## src/rtl/pwr_sup_pkg.sv

```systemverilog
package pwr_sup_pkg;

  typedef enum logic [1:0] {
    ST_OFF   = 2'd0,
    ST_RESET = 2'd1,
    ST_ON    = 2'd2
  } pwrState_t;

  // strobes from control to datapath
  typedef struct packed {
    logic rstTmrRun;   // reset timer counts while set, cleared otherwise
    logic wdRun;       // watchdog counts while set, cleared otherwise
    logic wdRestart;   // clear watchdog this cycle (charger hold-on)
  } dpStrobe_t;

endpackage

```

## src/rtl/pwr_sup_sync.sv

```systemverilog
module pwr_sup_sync #(
  parameter int WIDTH  = 1,
  parameter int STAGES = 2
) (
  input  logic             clk,
  input  logic             rstN,
  input  logic [WIDTH-1:0] asyncIn,
  output logic [WIDTH-1:0] syncOut
);

  logic [WIDTH-1:0] stage [STAGES];

  for (genvar s = 0; s < STAGES; s++) begin : g_stage
    if (s == 0) begin : g_first
      always_ff @(posedge clk or negedge rstN) begin
        if (!rstN) stage[s] <= '0;
        else       stage[s] <= asyncIn;
      end
    end else begin : g_next
      always_ff @(posedge clk or negedge rstN) begin
        if (!rstN) stage[s] <= '0;
        else       stage[s] <= stage[s-1];
      end
    end
  end

  assign syncOut = stage[STAGES-1];

endmodule

```

## src/rtl/pwr_sup_dpath.sv

```systemverilog
module pwr_sup_dpath
  import pwr_sup_pkg::*;
#(
  parameter int RST_CYCLES  = 100,
  parameter int WD_CYCLES   = 2000,
  parameter int SYNC_STAGES = 2
) (
  input  logic       clk,
  input  logic       rstN,
  input  logic       keyRaw,
  input  logic       chgRaw,
  input  logic       kickRaw,
  input  dpStrobe_t  strobe,
  output logic       keyLvl,
  output logic       chgLvl,
  output logic       rstDone,
  output logic       wdExpired
);

  localparam int RST_W = $clog2(RST_CYCLES + 1);
  localparam int WD_W  = $clog2(WD_CYCLES + 1);
  localparam logic [RST_W-1:0] RST_LAST = RST_W'(RST_CYCLES - 1);
  localparam logic [WD_W-1:0]  WD_LAST  = WD_W'(WD_CYCLES - 1);

  logic [2:0] syncVec;
  logic       kickLvl;
  logic       kickPrev;
  logic       kickFall;
  logic [RST_W-1:0] rstCnt;
  logic [WD_W-1:0]  wdCnt;

  pwr_sup_sync #(.WIDTH(3), .STAGES(SYNC_STAGES)) u_sync (
    .clk     (clk),
    .rstN    (rstN),
    .asyncIn ({kickRaw, chgRaw, keyRaw}),
    .syncOut (syncVec)
  );

  assign keyLvl  = syncVec[0];
  assign chgLvl  = syncVec[1];
  assign kickLvl = syncVec[2];

  // falling-edge detect on the synchronised kick
  always_ff @(posedge clk or negedge rstN) begin
    if (!rstN) kickPrev <= 1'b0;
    else       kickPrev <= kickLvl;
  end
  assign kickFall = kickPrev & ~kickLvl;

  // reset timer: counts up in reset, saturates at the last count
  assign rstDone = (rstCnt == RST_LAST);

  always_ff @(posedge clk or negedge rstN) begin
    if (!rstN)                  rstCnt <= '0;
    else if (!strobe.rstTmrRun) rstCnt <= '0;
    else if (!rstDone)          rstCnt <= rstCnt + RST_W'(1);
  end

  // watchdog counter
  assign wdExpired = strobe.wdRun && (wdCnt == WD_LAST);

  always_ff @(posedge clk or negedge rstN) begin
    if (!rstN)                                        wdCnt <= '0;
    else if (!strobe.wdRun || kickFall || strobe.wdRestart) wdCnt <= '0;
    else if (wdCnt != WD_LAST)                        wdCnt <= wdCnt + WD_W'(1);
  end

endmodule

```

## src/rtl/pwr_sup_ctrl.sv

```systemverilog
module pwr_sup_ctrl
  import pwr_sup_pkg::*;
(
  input  logic       clk,
  input  logic       rstN,
  input  logic       keyLvl,
  input  logic       chgLvl,
  input  logic       rstDone,
  input  logic       wdExpired,
  input  logic       battAboveStart,
  input  logic       battAboveDrop,
  output dpStrobe_t  strobe,
  output logic       regEnable,
  output logic       resetN
);

  pwrState_t state, stateNext;
  logic      chargerHold;

  assign chargerHold = chgLvl && battAboveStart;

  always_comb begin
    stateNext = state;
    unique case (state)
      ST_OFF: begin
        if (keyLvl || chgLvl) stateNext = ST_RESET;
      end
      ST_RESET: begin
        if (rstDone && battAboveStart) stateNext = ST_ON;
      end
      ST_ON: begin
        if (!battAboveDrop)                 stateNext = ST_RESET;
        else if (wdExpired && !chargerHold) stateNext = ST_OFF;
      end
      default: stateNext = ST_OFF;
    endcase
  end

  always_ff @(posedge clk or negedge rstN) begin
    if (!rstN) state <= ST_OFF;
    else       state <= stateNext;
  end

  always_comb begin
    strobe.rstTmrRun = (state == ST_RESET);
    strobe.wdRun     = (state == ST_ON);
    strobe.wdRestart = wdExpired && chargerHold;
  end

  assign regEnable = (state != ST_OFF);
  assign resetN    = (state == ST_ON);

endmodule

```

## src/rtl/pwr_supervisor.sv

```systemverilog
module pwr_supervisor
  import pwr_sup_pkg::*;
#(
  parameter int CLK_HZ  = 32768,
  parameter int RST_MS  = 100,
  parameter int WDOG_MS = 2000
) (
  input  logic clk,
  input  logic rstN,
  input  logic pwrKeyIn,
  input  logic chargerIn,
  input  logic battAboveStart,
  input  logic battAboveDrop,
  input  logic wdogKick,
  output logic regEnable,
  output logic resetN
);

  localparam int RST_CYCLES = CLK_HZ * RST_MS / 1000;
  localparam int WD_CYCLES  = CLK_HZ * WDOG_MS / 1000;

  dpStrobe_t strobe;
  logic keyLvl, chgLvl, rstDone, wdExpired;

  pwr_sup_dpath #(
    .RST_CYCLES  (RST_CYCLES),
    .WD_CYCLES   (WD_CYCLES),
    .SYNC_STAGES (2)
  ) u_dpath (
    .clk       (clk),
    .rstN      (rstN),
    .keyRaw    (pwrKeyIn),
    .chgRaw    (chargerIn),
    .kickRaw   (wdogKick),
    .strobe    (strobe),
    .keyLvl    (keyLvl),
    .chgLvl    (chgLvl),
    .rstDone   (rstDone),
    .wdExpired (wdExpired)
  );

  pwr_sup_ctrl u_ctrl (
    .clk            (clk),
    .rstN           (rstN),
    .keyLvl         (keyLvl),
    .chgLvl         (chgLvl),
    .rstDone        (rstDone),
    .wdExpired      (wdExpired),
    .battAboveStart (battAboveStart),
    .battAboveDrop  (battAboveDrop),
    .strobe         (strobe),
    .regEnable      (regEnable),
    .resetN         (resetN)
  );

endmodule

```

## config.mk

```make
export PLATFORM = sky130hd
export DESIGN_NAME = pwr_supervisor
export DESIGN_NICKNAME = d
export VERILOG_FILES = /design/src/rtl/pwr_sup_pkg.sv /design/src/rtl/pwr_sup_sync.sv /design/src/rtl/pwr_sup_dpath.sv /design/src/rtl/pwr_sup_ctrl.sv /design/src/rtl/pwr_supervisor.sv
export SDC_FILE = /design/constraint.sdc
export NUM_CORES = 1
export LEC_CHECK = 0
export CORE_UTILIZATION = 40
export CTS_CLUSTER_SIZE = 28
export DETAILED_ROUTE_END_ITERATION = 8
export SLEW_MARGIN = 15
export SYNTH_ARGS = -nofsm -noshare
export SYNTH_HDL_FRONTEND = slang
export SYNTH_HIERARCHICAL = 1
export SYNTH_SLANG_ARGS = --single-unit
```

## constraint.sdc

```tcl
create_clock -name clk -period 4.92 [get_ports clk]
set_input_delay 0.738 -clock clk [delete_from_list [all_inputs] [get_ports clk]]
set_output_delay 0.738 -clock clk [all_outputs]
set_load 0.05 [all_outputs]
```

==> results.cfg <==
[placed_design]
placed_area_um2 = 1960
portBuffers = 8
dp_hpwl_um = 2200
gp_congestion = 0.856

[route]
drc_errors = 0
antenna_left = 0
wl_um = 3220
dr.pass1.iters = 4
drt_iter0_drc = 72
wl_per_cell_um = 13.5
vias_per_cell = 5.31
vias = 1270

[yosys]
ys_types = 37
synth_top_flop_cell = dfrtp_1
async_flop_share_pct = 100
synth-edff-count = 0
syn_area_um2 = 1860
yosys_warnings = 6
yosysMostFrequentCell = dfrtp_1
ys_ff_latch = 38
syn_nets = 189
syn_inst = 179
yosysTopAreaCell = dfrtp_1
synth_area_leaders = dfrtp_1 (51%), xnor2_1 (8.5%), and2_1 (4.7%)
synth_commonest_cells = dfrtp_1 (38), xnor2_1 (18), nor2_1 (15)
synth_top_area_share_pct = 51.0
postSynthAreaPerCell_um2 = 10.4
yosysSeqAreaShare_pct = 51.0

[cells_and_area]
finalNetCount = 196
diodes = 0
drive_gt1_share_pct = 8.56
area_growth_pct = 11.3
finalCoreUtilization_pct = 47.0
fin_area_um2 = 2070

[power]
switching_power_mw = 0.170
total_power_mw = 0.689
p_leak_nw = 0.848
ir_drop_uv = 183
powerDensity_nw_per_um2 = 332
pwr-share-clk_pct = 35.3
seq_power_share_pct = 52.4
comb_power_share_pct = 12.2
p_int_mw = 0.520
swShare_pct = 24.6

[grt]
grt_pass1_vias = 1250
grt_use_total_pct = 14.3
grt_overflow_total = 0
grt_start_max_net_pins = 39
grt_pass1_wl_um = 5490
antenna_found_initial = 0

[sta]
worstMarginPinSlew_ns = 0.641
skew_ns = 0.00859
hold_viol_final = 0
final-setup-viol-count = 0
rsz0062_at_grt = false
finalSetupTns_ns = 0
max_freq_ghz = 0.377
period_share_pct = 53.9
layout_min_cycle_time_ns = 2.65
relSlewSlack_pct = 57.1
maxSlewViolCount = 0

[die]
dieWidth_um = 70.3
die_y_um = 70.3
coreArea_um2 = 4410
start_util_pct = 42.2
io_pins = 9
rows = 24
dieArea_um2 = 4940

[setup_path]
worst_setup_path_start_kind = flop
r2r_cells = 8
crit_arrival_ns = 2.79
r2r-start = u_dpath/wdCnt[7]
r2r_slack_ns = 2.27
crit_required_ns = 5.06
worst-setup-path-type = flop to flop
reg2reg_to = u_dpath/wdCnt[1]
crit_fanout = 17
end_kind = flop

[clocking]
cts.htree.levels = 2
cts-buffers-inserted = 5
cts_tree = done
clockBufferDepth = 2
cts.repair.resized = 0
ctsHoldBuffers = 0
clk_latency_ns = 0.28
numClockSinks = 38
root_buffer = clkbuf_8
post_cts_buffers = 0
clkTransAtPathRegs_ns = 0.07

[run_status]
status = finished clean

[run]
maxCapViolations = 0

[min_path]
hold_depth = 0
worst_hold_path_type = flop to flop
hold_start = u_dpath/u_sync/stage[4]
hold_end = u_dpath/u_sync/syncOut[1]
==> flip-flops by register name, indices dropped and copies added (netlist names) <==
signal,cells
u_ctrl/state,2
u_dpath/kickPrev,1
u_dpath/rstCnt,12
u_dpath/u_sync/stage,3
u_dpath/u_sync/syncOut,3
u_dpath/wdCnt,17
==> power groups by stage <==
stage / Clock, mW / Sequential, mW / Combinational (mW)
CTS: 0.255 / 0.361 / 0.0860
finish: 0.244 / 0.362 / 0.0844
detailed placement: 0 / 0.367 / 0.0857
global placement: 0 / 0.363 / 0.0830
floorplan: 0 / 0.358 / 0.0643
global route: 0.271 / 0.365 / 0.0949
==> cell usage in the layout (no fill, tap or decap), drive strengths merged, types with 2 or more instances in the layout <==
master,count
or3,4
nor2b,3
o21ai,4
nand2,7
nand2b,3
xnor2,18
ha,3
clkdlybuf4s50,8
and3,2
nor2,15
inv,5
nand3,9
nand4,7
dfrtp,38
clkbuf,8
or4,4
a21oi,7
or2,3
mux2i,2
nor3,6
and4,2
o31ai,2
xor2,2
nand3b,3
and2,14
==> through the flow <==
stage / cells / hold slack (ns) / worst slack (ns)
6_report: 239 / 0.349 / 2.27
5_1_grt: 239 / 0.378 / 1.97
4_1_cts: 239 / 0.353 / 2.24
3_5_place_dp: 231 / 0.337 / 2.27
3_3_place_gp: 231 / 0.334 / 2.39
2_1_floorplan: 179 / 0.331 / 2.42
==> final cells by class <==
| class | count | area (um^2) |
|---|---|---|
| Fill cell | 403 | 2340 |
| Sequential cell | 38 | 951 |
| Multi-Input combinational cell | 127 | 842 |
| Clock buffer | 8 | 110 |
| Timing Repair Buffer | 9 | 87.6 |
| Tap cell | 52 | 65.1 |
| Inverter | 5 | 18.8 |
==> worst max-delay path: stages, from the launching register on <==
cell      delay, ns
dfrtp_1        0.40
nand4_1        0.15
or2_2          0.34
nor4_1         0.30
ha_1           0.37
and2_1         0.18
and3_1         0.16
nand3b_1       0.49
nor2_1         0.11
==> worst max-delay path by stage <==
stage	start	end	slack [ns]	cells after the start
3_3_place_gp	u_dpath/wdCnt[7]	u_dpath/wdCnt[1]	2.39	8
5_1_grt	u_dpath/wdCnt[7]	u_dpath/wdCnt[9]	1.97	8
2_1_floorplan	u_dpath/wdCnt[7]	u_dpath/wdCnt[10]	2.42	10
6_report	u_dpath/wdCnt[7]	u_dpath/wdCnt[1]	2.27	8
3_5_place_dp	u_dpath/wdCnt[7]	u_dpath/wdCnt[16]	2.27	8
4_1_cts	u_dpath/wdCnt[7]	u_dpath/wdCnt[1]	2.24	8
==> routing by layer <==
metal / part of all wire (%) / wire length, um / vias up / track usage [%]
li1: - / - / 625 / -
met1: 46 / 1480 / 625 / 17.7
met2: 49 / 1590 / 15 / 22.8
met3: 3.2 / 102 / 5 / 4.62
met4: 1.3 / 42 / 0 / 6.22
met5: 0 / 0 / - / 0
==> logic make-up (layout without fill, tap and decap cells) <==
group / after synthesis / in the layout / share of synthesized area (%)
and+or+nand+nor: 86 / 86 / 27.4
xor gates and xnor gates: 20 / 20 / 9.40
muxes: 2 / 2 / 1.07
DFF: 38 / 38 / 51.0
adders and majority gates: 3 / 3 / 2.01
buffers and inverters: 14 / 22 / 3.83
AOI/OAI and AO/OA: 16 / 16 / 5.30
(Power assumes the default switching activity.)
